### config.mk
export PLATFORM = sky130hd
export DESIGN_NAME = cfg_serial_port
export DESIGN_NICKNAME = d
export VERILOG_FILES = /design/src/rtl/cfg_port_pkg.sv /design/src/rtl/cfg_sync.sv /design/src/rtl/cfg_shift.sv /design/src/rtl/cfg_latch_bank.sv /design/src/rtl/cfg_serial_port.sv
export SDC_FILE = /design/constraint.sdc
export NUM_CORES = 1
export LEC_CHECK = 0
export ABC_AREA = 1
export BUFFER_PORTS_ARGS = -buffer_cell sky130_fd_sc_hd__buf_2
export CELL_PAD_IN_SITES_DETAIL_PLACEMENT = 0
export CELL_PAD_IN_SITES_GLOBAL_PLACEMENT = 1
export CORE_MARGIN = 3
export CORE_UTILIZATION = 40
export DETAILED_ROUTE_END_ITERATION = 6
export GPL_TIMING_DRIVEN = 0
export PLACE_DENSITY = 0.83
export SYNTH_ARGS = -nofsm -noshare
export SYNTH_HDL_FRONTEND = slang
export SYNTH_SLANG_ARGS = --single-unit
### constraint.sdc
create_clock -name clk -period 3 [get_ports clk]
set_input_delay 0.6 -clock clk [delete_from_list [all_inputs] [get_ports clk]]
set_output_delay 0.6 -clock clk [all_outputs]
set_load 0.005 [all_outputs]
### src/rtl/cfg_port_pkg.sv
`timescale 1ns/1ps
package cfg_port_pkg;

    // Destination selected by the two least significant bits of the word.
    typedef enum logic [1:0] {
        DST_REF  = 2'b00,
        DST_FB   = 2'b01,
        DST_FUNC = 2'b10,
        DST_NONE = 2'b11
    } dest_e;

    localparam int CTRL_W = 2;

endpackage

### src/rtl/cfg_sync.sv
`timescale 1ns/1ps
module cfg_sync #(
    parameter int W      = 3,
    parameter int STAGES = 2
) (
    input  logic         clk,
    input  logic         rst_n,
    input  logic [W-1:0] async_i,
    output logic [W-1:0] sync_o
);

    logic [STAGES-1:0] chain_d [W];
    logic [STAGES-1:0] chain_q [W];

    for (genvar i = 0; i < W; i++) begin : g_bit
        always_comb begin
            chain_d[i] = {chain_q[i][STAGES-2:0], async_i[i]};
        end

        always_ff @(posedge clk or negedge rst_n) begin
            if (!rst_n) begin
                chain_q[i] <= '0;
            end else begin
                chain_q[i] <= chain_d[i];
            end
        end

        assign sync_o[i] = chain_q[i][STAGES-1];
    end

endmodule

### src/rtl/cfg_shift.sv
`timescale 1ns/1ps
module cfg_shift #(
    parameter int WORD_W = 24
) (
    input  logic              clk,
    input  logic              rst_n,
    input  logic              sclk_s,
    input  logic              sdata_s,
    output logic [WORD_W-1:0] word_o
);

    typedef struct packed {
        logic              clk_prev;
        logic [WORD_W-1:0] word;
    } shift_t;

    shift_t st_d, st_q;

    always_comb begin
        st_d          = st_q;
        st_d.clk_prev = sclk_s;
        if (sclk_s && !st_q.clk_prev) begin
            st_d.word = {st_q.word[WORD_W-2:0], sdata_s};
        end
    end

    always_ff @(posedge clk or negedge rst_n) begin
        if (!rst_n) begin
            st_q <= '0;
        end else begin
            st_q <= st_d;
        end
    end

    assign word_o = st_q.word;

endmodule

### src/rtl/cfg_latch_bank.sv
`timescale 1ns/1ps
module cfg_latch_bank
    import cfg_port_pkg::*;
#(
    parameter int WORD_W = 24,
    parameter int REF_W  = 14,
    parameter int FB_W   = 13,
    localparam int FUNC_W = WORD_W - CTRL_W
) (
    input  logic              clk,
    input  logic              rst_n,
    input  logic              ld_rise,
    input  logic [WORD_W-1:0] word_i,
    output logic [REF_W-1:0]  ref_div_o,
    output logic [FB_W-1:0]   fb_div_o,
    output logic [FUNC_W-1:0] func_o,
    output logic              ref_upd_o,
    output logic              fb_upd_o,
    output logic              func_upd_o
);

    typedef struct packed {
        logic [REF_W-1:0]  ref_div;
        logic [FB_W-1:0]   fb_div;
        logic [FUNC_W-1:0] func;
        logic              ref_upd;
        logic              fb_upd;
        logic              func_upd;
    } bank_t;

    bank_t bk_d, bk_q;
    dest_e dest;

    assign dest = dest_e'(word_i[CTRL_W-1:0]);

    always_comb begin
        bk_d          = bk_q;
        bk_d.ref_upd  = 1'b0;
        bk_d.fb_upd   = 1'b0;
        bk_d.func_upd = 1'b0;
        if (ld_rise) begin
            unique case (dest)
                DST_REF: begin
                    bk_d.ref_div = word_i[CTRL_W +: REF_W];
                    bk_d.ref_upd = 1'b1;
                end
                DST_FB: begin
                    bk_d.fb_div = word_i[CTRL_W +: FB_W];
                    bk_d.fb_upd = 1'b1;
                end
                DST_FUNC: begin
                    bk_d.func     = word_i[CTRL_W +: FUNC_W];
                    bk_d.func_upd = 1'b1;
                end
                DST_NONE: begin
                    bk_d = bk_d;
                end
            endcase
        end
    end

    always_ff @(posedge clk or negedge rst_n) begin
        if (!rst_n) begin
            bk_q        <= '0;
            bk_q.fb_div <= FB_W'(1);
        end else begin
            bk_q <= bk_d;
        end
    end

    assign ref_div_o  = bk_q.ref_div;
    assign fb_div_o   = bk_q.fb_div;
    assign func_o     = bk_q.func;
    assign ref_upd_o  = bk_q.ref_upd;
    assign fb_upd_o   = bk_q.fb_upd;
    assign func_upd_o = bk_q.func_upd;

endmodule

### src/rtl/cfg_serial_port.sv
`timescale 1ns/1ps
module cfg_serial_port
    import cfg_port_pkg::*;
#(
    parameter int WORD_W      = 24,
    parameter int REF_W       = 14,
    parameter int FB_W        = 13,
    parameter int SYNC_STAGES = 2,
    localparam int FUNC_W     = WORD_W - CTRL_W
) (
    input  logic              clk,
    input  logic              rst_n,
    input  logic              ser_data_i,
    input  logic              ser_clk_i,
    input  logic              ser_load_i,
    output logic [REF_W-1:0]  ref_div_o,
    output logic [FB_W-1:0]   fb_div_o,
    output logic [FUNC_W-1:0] func_o,
    output logic              ref_upd_o,
    output logic              fb_upd_o,
    output logic              func_upd_o
);

    localparam int PINS = 3;

    logic [PINS-1:0]   pins_s;
    logic              sdata_s;
    logic              sclk_s;
    logic              ld_s;
    logic [WORD_W-1:0] word;
    logic              ld_rise;

    typedef struct packed {
        logic ld_prev;
    } edge_t;

    edge_t eg_d, eg_q;

    cfg_sync #(.W(PINS), .STAGES(SYNC_STAGES)) u_sync (
        .clk     (clk),
        .rst_n   (rst_n),
        .async_i ({ser_load_i, ser_clk_i, ser_data_i}),
        .sync_o  (pins_s)
    );

    assign sdata_s = pins_s[0];
    assign sclk_s  = pins_s[1];
    assign ld_s    = pins_s[2];

    cfg_shift #(.WORD_W(WORD_W)) u_shift (
        .clk     (clk),
        .rst_n   (rst_n),
        .sclk_s  (sclk_s),
        .sdata_s (sdata_s),
        .word_o  (word)
    );

    always_comb begin
        eg_d         = eg_q;
        eg_d.ld_prev = ld_s;
    end

    always_ff @(posedge clk or negedge rst_n) begin
        if (!rst_n) begin
            eg_q <= '0;
        end else begin
            eg_q <= eg_d;
        end
    end

    assign ld_rise = ld_s & ~eg_q.ld_prev;

    cfg_latch_bank #(.WORD_W(WORD_W), .REF_W(REF_W), .FB_W(FB_W)) u_bank (
        .clk        (clk),
        .rst_n      (rst_n),
        .ld_rise    (ld_rise),
        .word_i     (word),
        .ref_div_o  (ref_div_o),
        .fb_div_o   (fb_div_o),
        .func_o     (func_o),
        .ref_upd_o  (ref_upd_o),
        .fb_upd_o   (fb_upd_o),
        .func_upd_o (func_upd_o)
    );

endmodule

==> Yosys cells after proc, flatten, opt, wreduce, memory -nomap -nowiden <==
Cells that the tools add are included.
{ "op_classes": {"eq_ne": 2, "mux": 4, "n_bitwise": 2, "n_reduce_logical": 6} }
{ "op_table": {"columns": ["op", "n"], "rows": [
  ["2-bit AND reduction", 3],
  ["1-bit two-way mux", 3],
  ["3-bit two-way mux", 1],
  ["2-bit by 1-bit equality test with 1-bit output (second input constant)", 1],
  ["2-bit equality test (second input constant)", 1],
  ["2-bit zero test", 1],
  ["1-bit bitwise AND", 1],
  ["1-bit logical AND", 1],
  ["1-bit zero test", 1],
  ["1-bit NOT", 1]
]} }
{ "totals": {"reg_bits": 84, "input_bits": 5, "elab_cells": 26} }

==> Depth between registers and ports, before layout <==
{ "depth": {"ltp_word": 3, "depth_mapped": 6, "ltp_nobuf": 5} }

==> Hierarchy <==
From an unflattened synthesis, not the netlist that was laid out.
{ "unflattened": {"cells_unflattened": 366, "area_unflattened_um2": 3590.9} }
{ "modules_own_cells": {"columns": ["mod", "instances", "cells_per_inst", "area_per_inst_um2", "seq_area_each_um2"], "rows": [
  ["cfg_latch_bank", 1, 227, 2174.6, 1302.5],
  ["cfg_shift", 1, 130, 1231.2, 625.6],
  ["cfg_sync", 1, 6, 150.1, 150.1],
  ["cfg_serial_port", 1, 3, 35.0, 25.0]
]} }

==> Worst setup path after synthesis <==
No wires, ideal clock.
{ "synth_timing": {"path_type": "flip-flop to flip-flop", "from": "register u_shift.st_q, in the netlist u_shift.word_o[1]", "to": "register u_bank.bk_q, in the netlist u_bank.ref_div_o[10]", "setup_time_ps": 116, "t_arrival_ps": 995, "required_ps": 2884, "path_slack_ps": 1888, "stages_incl_launch_ff": 6, "path_cell_list": "dfrtp_1 nor2_2 nand2_2 buf_2 nand2_1 nand2_1"} }
{ "synth_between": {"elab_chain_len": 2} }
{ "synth_rtl": {"columns": ["element", "line", "rtl"], "rows": [
  ["start: declaration", "cfg_shift.sv:17", "shift_t st_d, st_q;"],
  ["start signal: assignment", "cfg_shift.sv:31", "st_q <= st_d;"],
  ["2-bit zero test", "cfg_latch_bank.sv:42", "unique case (dest)"],
  ["2-bit AND reduction (no source line)", null, null],
  ["end signal: assignment", "cfg_latch_bank.sv:67", "bk_q <= bk_d;"],
  ["end: declaration", "cfg_latch_bank.sv:31", "bank_t bk_d, bk_q;"]
]} }
Every way passes these cells.
A chain may end at the register's enable or synchronous reset.

==> Worst setup path in the final report <==
{ "layout_timing": {"from": "register u_bank.bk_q, in the netlist u_bank.fb_div_o[0]", "to": "output port fb_div_o[0]"} }
{ "layout_lines": {"columns": ["element", "line", "rtl"], "rows": [
  ["end: declaration", "cfg_serial_port.sv:17", "output logic [FB_W-1:0] fb_div_o,"]
]} }
No word-level cell between the ends.

==> out/metrics.cfg <==
[routing]
drt_wl_total_mm=6.62
ant_nets=0
via_count=2372
route.detailed.drc=0
met3_length_um=335
wl_per_cell_um=13.1
dr.pass1.iters=4
dr.max_layer_used=met4
drt-met1-wl_mm=3.30
drt-initial-drc-count=117
vias_per_cell=4.68
met2_length_mm=2.91

[placement]
dp_cells=491
portBuffers=56
gp_congestion=0.759
place_hpwl_mm=4.72

[clock_network]
cts_buffers=9
cts_setup_buffers=0
cts_tree=done
htreeDepth=3
cts-root-buf=clkbuf_8
cts_resized=0
ctsLongestPathBuffers=2
cts_hold_buf=0
clk_pin_slew_ns=0.09
insertion_delay_ns=0.35
clock-sinks=84

[floorplan]
dieArea_um2=9190
initial_core_util_pct=41.6
die_w_um=95.9
boundaryPins=57
core_region_area_um2=7770
die_h_um=95.9
num_rows=32

[sta]
finalHoldViolCount=0
period_needed_ns=1.58
timing.fmax_mhz=633
fin_setup_tns_ns=0
period_share_pct=52.7
finalSetupViolCount=0
grt_setup_unrepaired=no
worst_pin_slew_ns=0.429
finalClockSkew_ns=0.00900
slew_violations=0
relSlewSlack_pct=71.4

[logic_synthesis]
yosys.area.top_type_share_pct=64.3
syn_inst=332
yosysSeqAreaShare_pct=65.1
yosysTopAreaCell=dfrtp_1
synth_nets=337
syn_area_um2=3230
synth.distinct_cells=19
synth_area_per_cell_um2=9.73
yosysWarnings=0
synth_area_leaders=dfrtp_1 (64%), nand2_1 (16%), nand3_1 (10%), buf_6 (2.1%), buf_2 (1.4%)
ys_seq_elements=84

[grt]
antenna_found_initial=0
grt_start_max_net_pins=56
grt_pass1_wl_mm=10.9
grt_usage_pct=15.5
grt_pass1_vias=2197
grt_overflow=0

[power_and_ir_drop]
vdd_drop_max_v=0.000268
power.switching_mw=0.852
seqPwrFrac_pct=54.0
power.leakage_nw=2.25
powerDensity_nw_per_um2=741
clockPowerShare_pct=27.9
p_int_mw=2.01
p_sw_share_pct=29.7
power_frac_comb_pct=18.1

[critical_path]
crit_required_ns=2.40
worstPathCellList=buf_2
cp_slowest_stage_delay_ns=0.53
cp.arrival_ns=0.98
slowest_stage=dfstp_2
critPathBufInv=1
path_class=reg -> out
critical-path-top-delay-family=flip-flops
critPathLaunchType=flop
critPathMaxFanout=2
end_kind=output pin

[finish]
diodes=0
layoutNonFillerInstCount=507
drive_above_1_share_pct=24.4
finalNetCount=405
syn2layout_area_growth_pct=19.8

[min_path]
hold_path.class=in -> async

[job]
max_cap_violations=0

[outcome]
status=finished, final reports clean

-- power groups by stage --
stage | combinational, mW | sequential, mW | clock (mW)
global placement | 0.516 | 1.56 | 0
global route | 0.603 | 1.58 | 0.877
floorplan | 0.256 | 1.55 | 0
finish | 0.518 | 1.55 | 0.800
CTS | 0.532 | 1.55 | 0.821
detailed placement | 0.531 | 1.57 | 0
-- layout by cell type, fill, tap and decap left out, drive strengths merged --
| cell type | n |
|---|---|
| a21oi | 3 |
| buf | 75 |
| bufinv | 1 |
| clkbuf | 11 |
| clkinv | 4 |
| clkinvlp | 2 |
| dfrtp | 83 |
| dfstp | 1 |
| inv | 8 |
| nand2 | 140 |
| nand3 | 66 |
| nor2 | 7 |
| o21ai | 4 |
-- final timing paths --
path,from,end,slack (ns),depth (start not counted)
min in group clk,u_sync.chain_d[3]$_DFF_PN0_,u_sync.sync_o[1]$_DFF_PN0_,0.35,0
max,u_bank.fb_div_o[0]$_DFFE_PN1P_,fb_div_o[0],1.42,1
max reg2reg,u_shift.word_o[1]$_DFFE_PN0P_,u_bank.ref_div_o[12]$_DFFE_PN0P_,1.69,5
min reg2reg,u_sync.chain_d[3]$_DFF_PN0_,u_sync.sync_o[1]$_DFF_PN0_,0.35,0
max in group asynchronous,rst_n,u_shift.word_o[1]$_DFFE_PN0P_,2.24,2
min,rst_n,u_bank.fb_upd_o$_DFF_PN0_,0.16,1
-- layer usage --
metal,vias up,global-route usage [%]
met5,-,0
met1,1115,22.6
met2,57,22.2
met3,7,3.83
li1,1193,-
met4,0,5.69
-- per-stage QoR --
stage	utilization (%)	hold slack, ns	instance area [um2]	worst slack [ns]	power (mW)
after floorplan	-	0.304	3230	1.89	1.81
after global placement	46.9	0.334	3640	0.694	2.08
after detailed placement	47.2	0.335	3670	1.69	2.10
after CTS	49.8	0.168	3870	1.41	2.90
after global routing	49.8	0.172	3870	1.38	3.06
final	49.8	0.163	3870	1.42	2.87
-- kinds of logic (layout without fill, tap and decap cells) --
logic type | after synthesis | after routing | share of synthesized area, %
buffers and inverters | 28 | 101 | 5.23
AOI/OAI and AO/OA | 7 | 7 | 1.08
and+or+nand+nor | 213 | 213 | 28.6
DFF | 84 | 84 | 65.1
-- registers in the layout, summed over array words and instances (netlist names) --
register           count
u_sync.sync_o          3
u_bank.ref_upd_o       1
u_bank.func_o         22
eg_q                   1
u_shift.word_o        24
u_bank.fb_div_o       13
u_bank.fb_upd_o        1
u_sync.chain_d         3
u_shift.st_q           1
u_bank.func_upd_o      1
u_bank.ref_div_o      14
-- worst reg2reg max path, delay by kind of cell (launching register included) --
family | cells | cell delay [ns]
flops | 1 | 0.45
simple gates | 4 | 0.54
buf+inv | 1 | 0.22
-- cell usage after synthesis, drive strengths merged --
master	number
clkbuf	1
inv	8
nor2	7
dfstp	1
a21oi	3
buf	18
o21ai	4
dfrtp	83
nand2	140
clkinv	1
nand3	66
-- cell type report --
type | count | area, um2
Clock buffer | 10 | 138
Clock inverter | 6 | 63.8
Timing Repair Buffer | 57 | 310
Multi-Input combinational cell | 220 | 960
Inverter | 9 | 33.8
Buffer | 19 | 135
Tap cell | 102 | 128
Fill cell | 768 | 3900
Sequential cell | 84 | 2100
No activity file was read; power rests on OpenSTA's default activity.
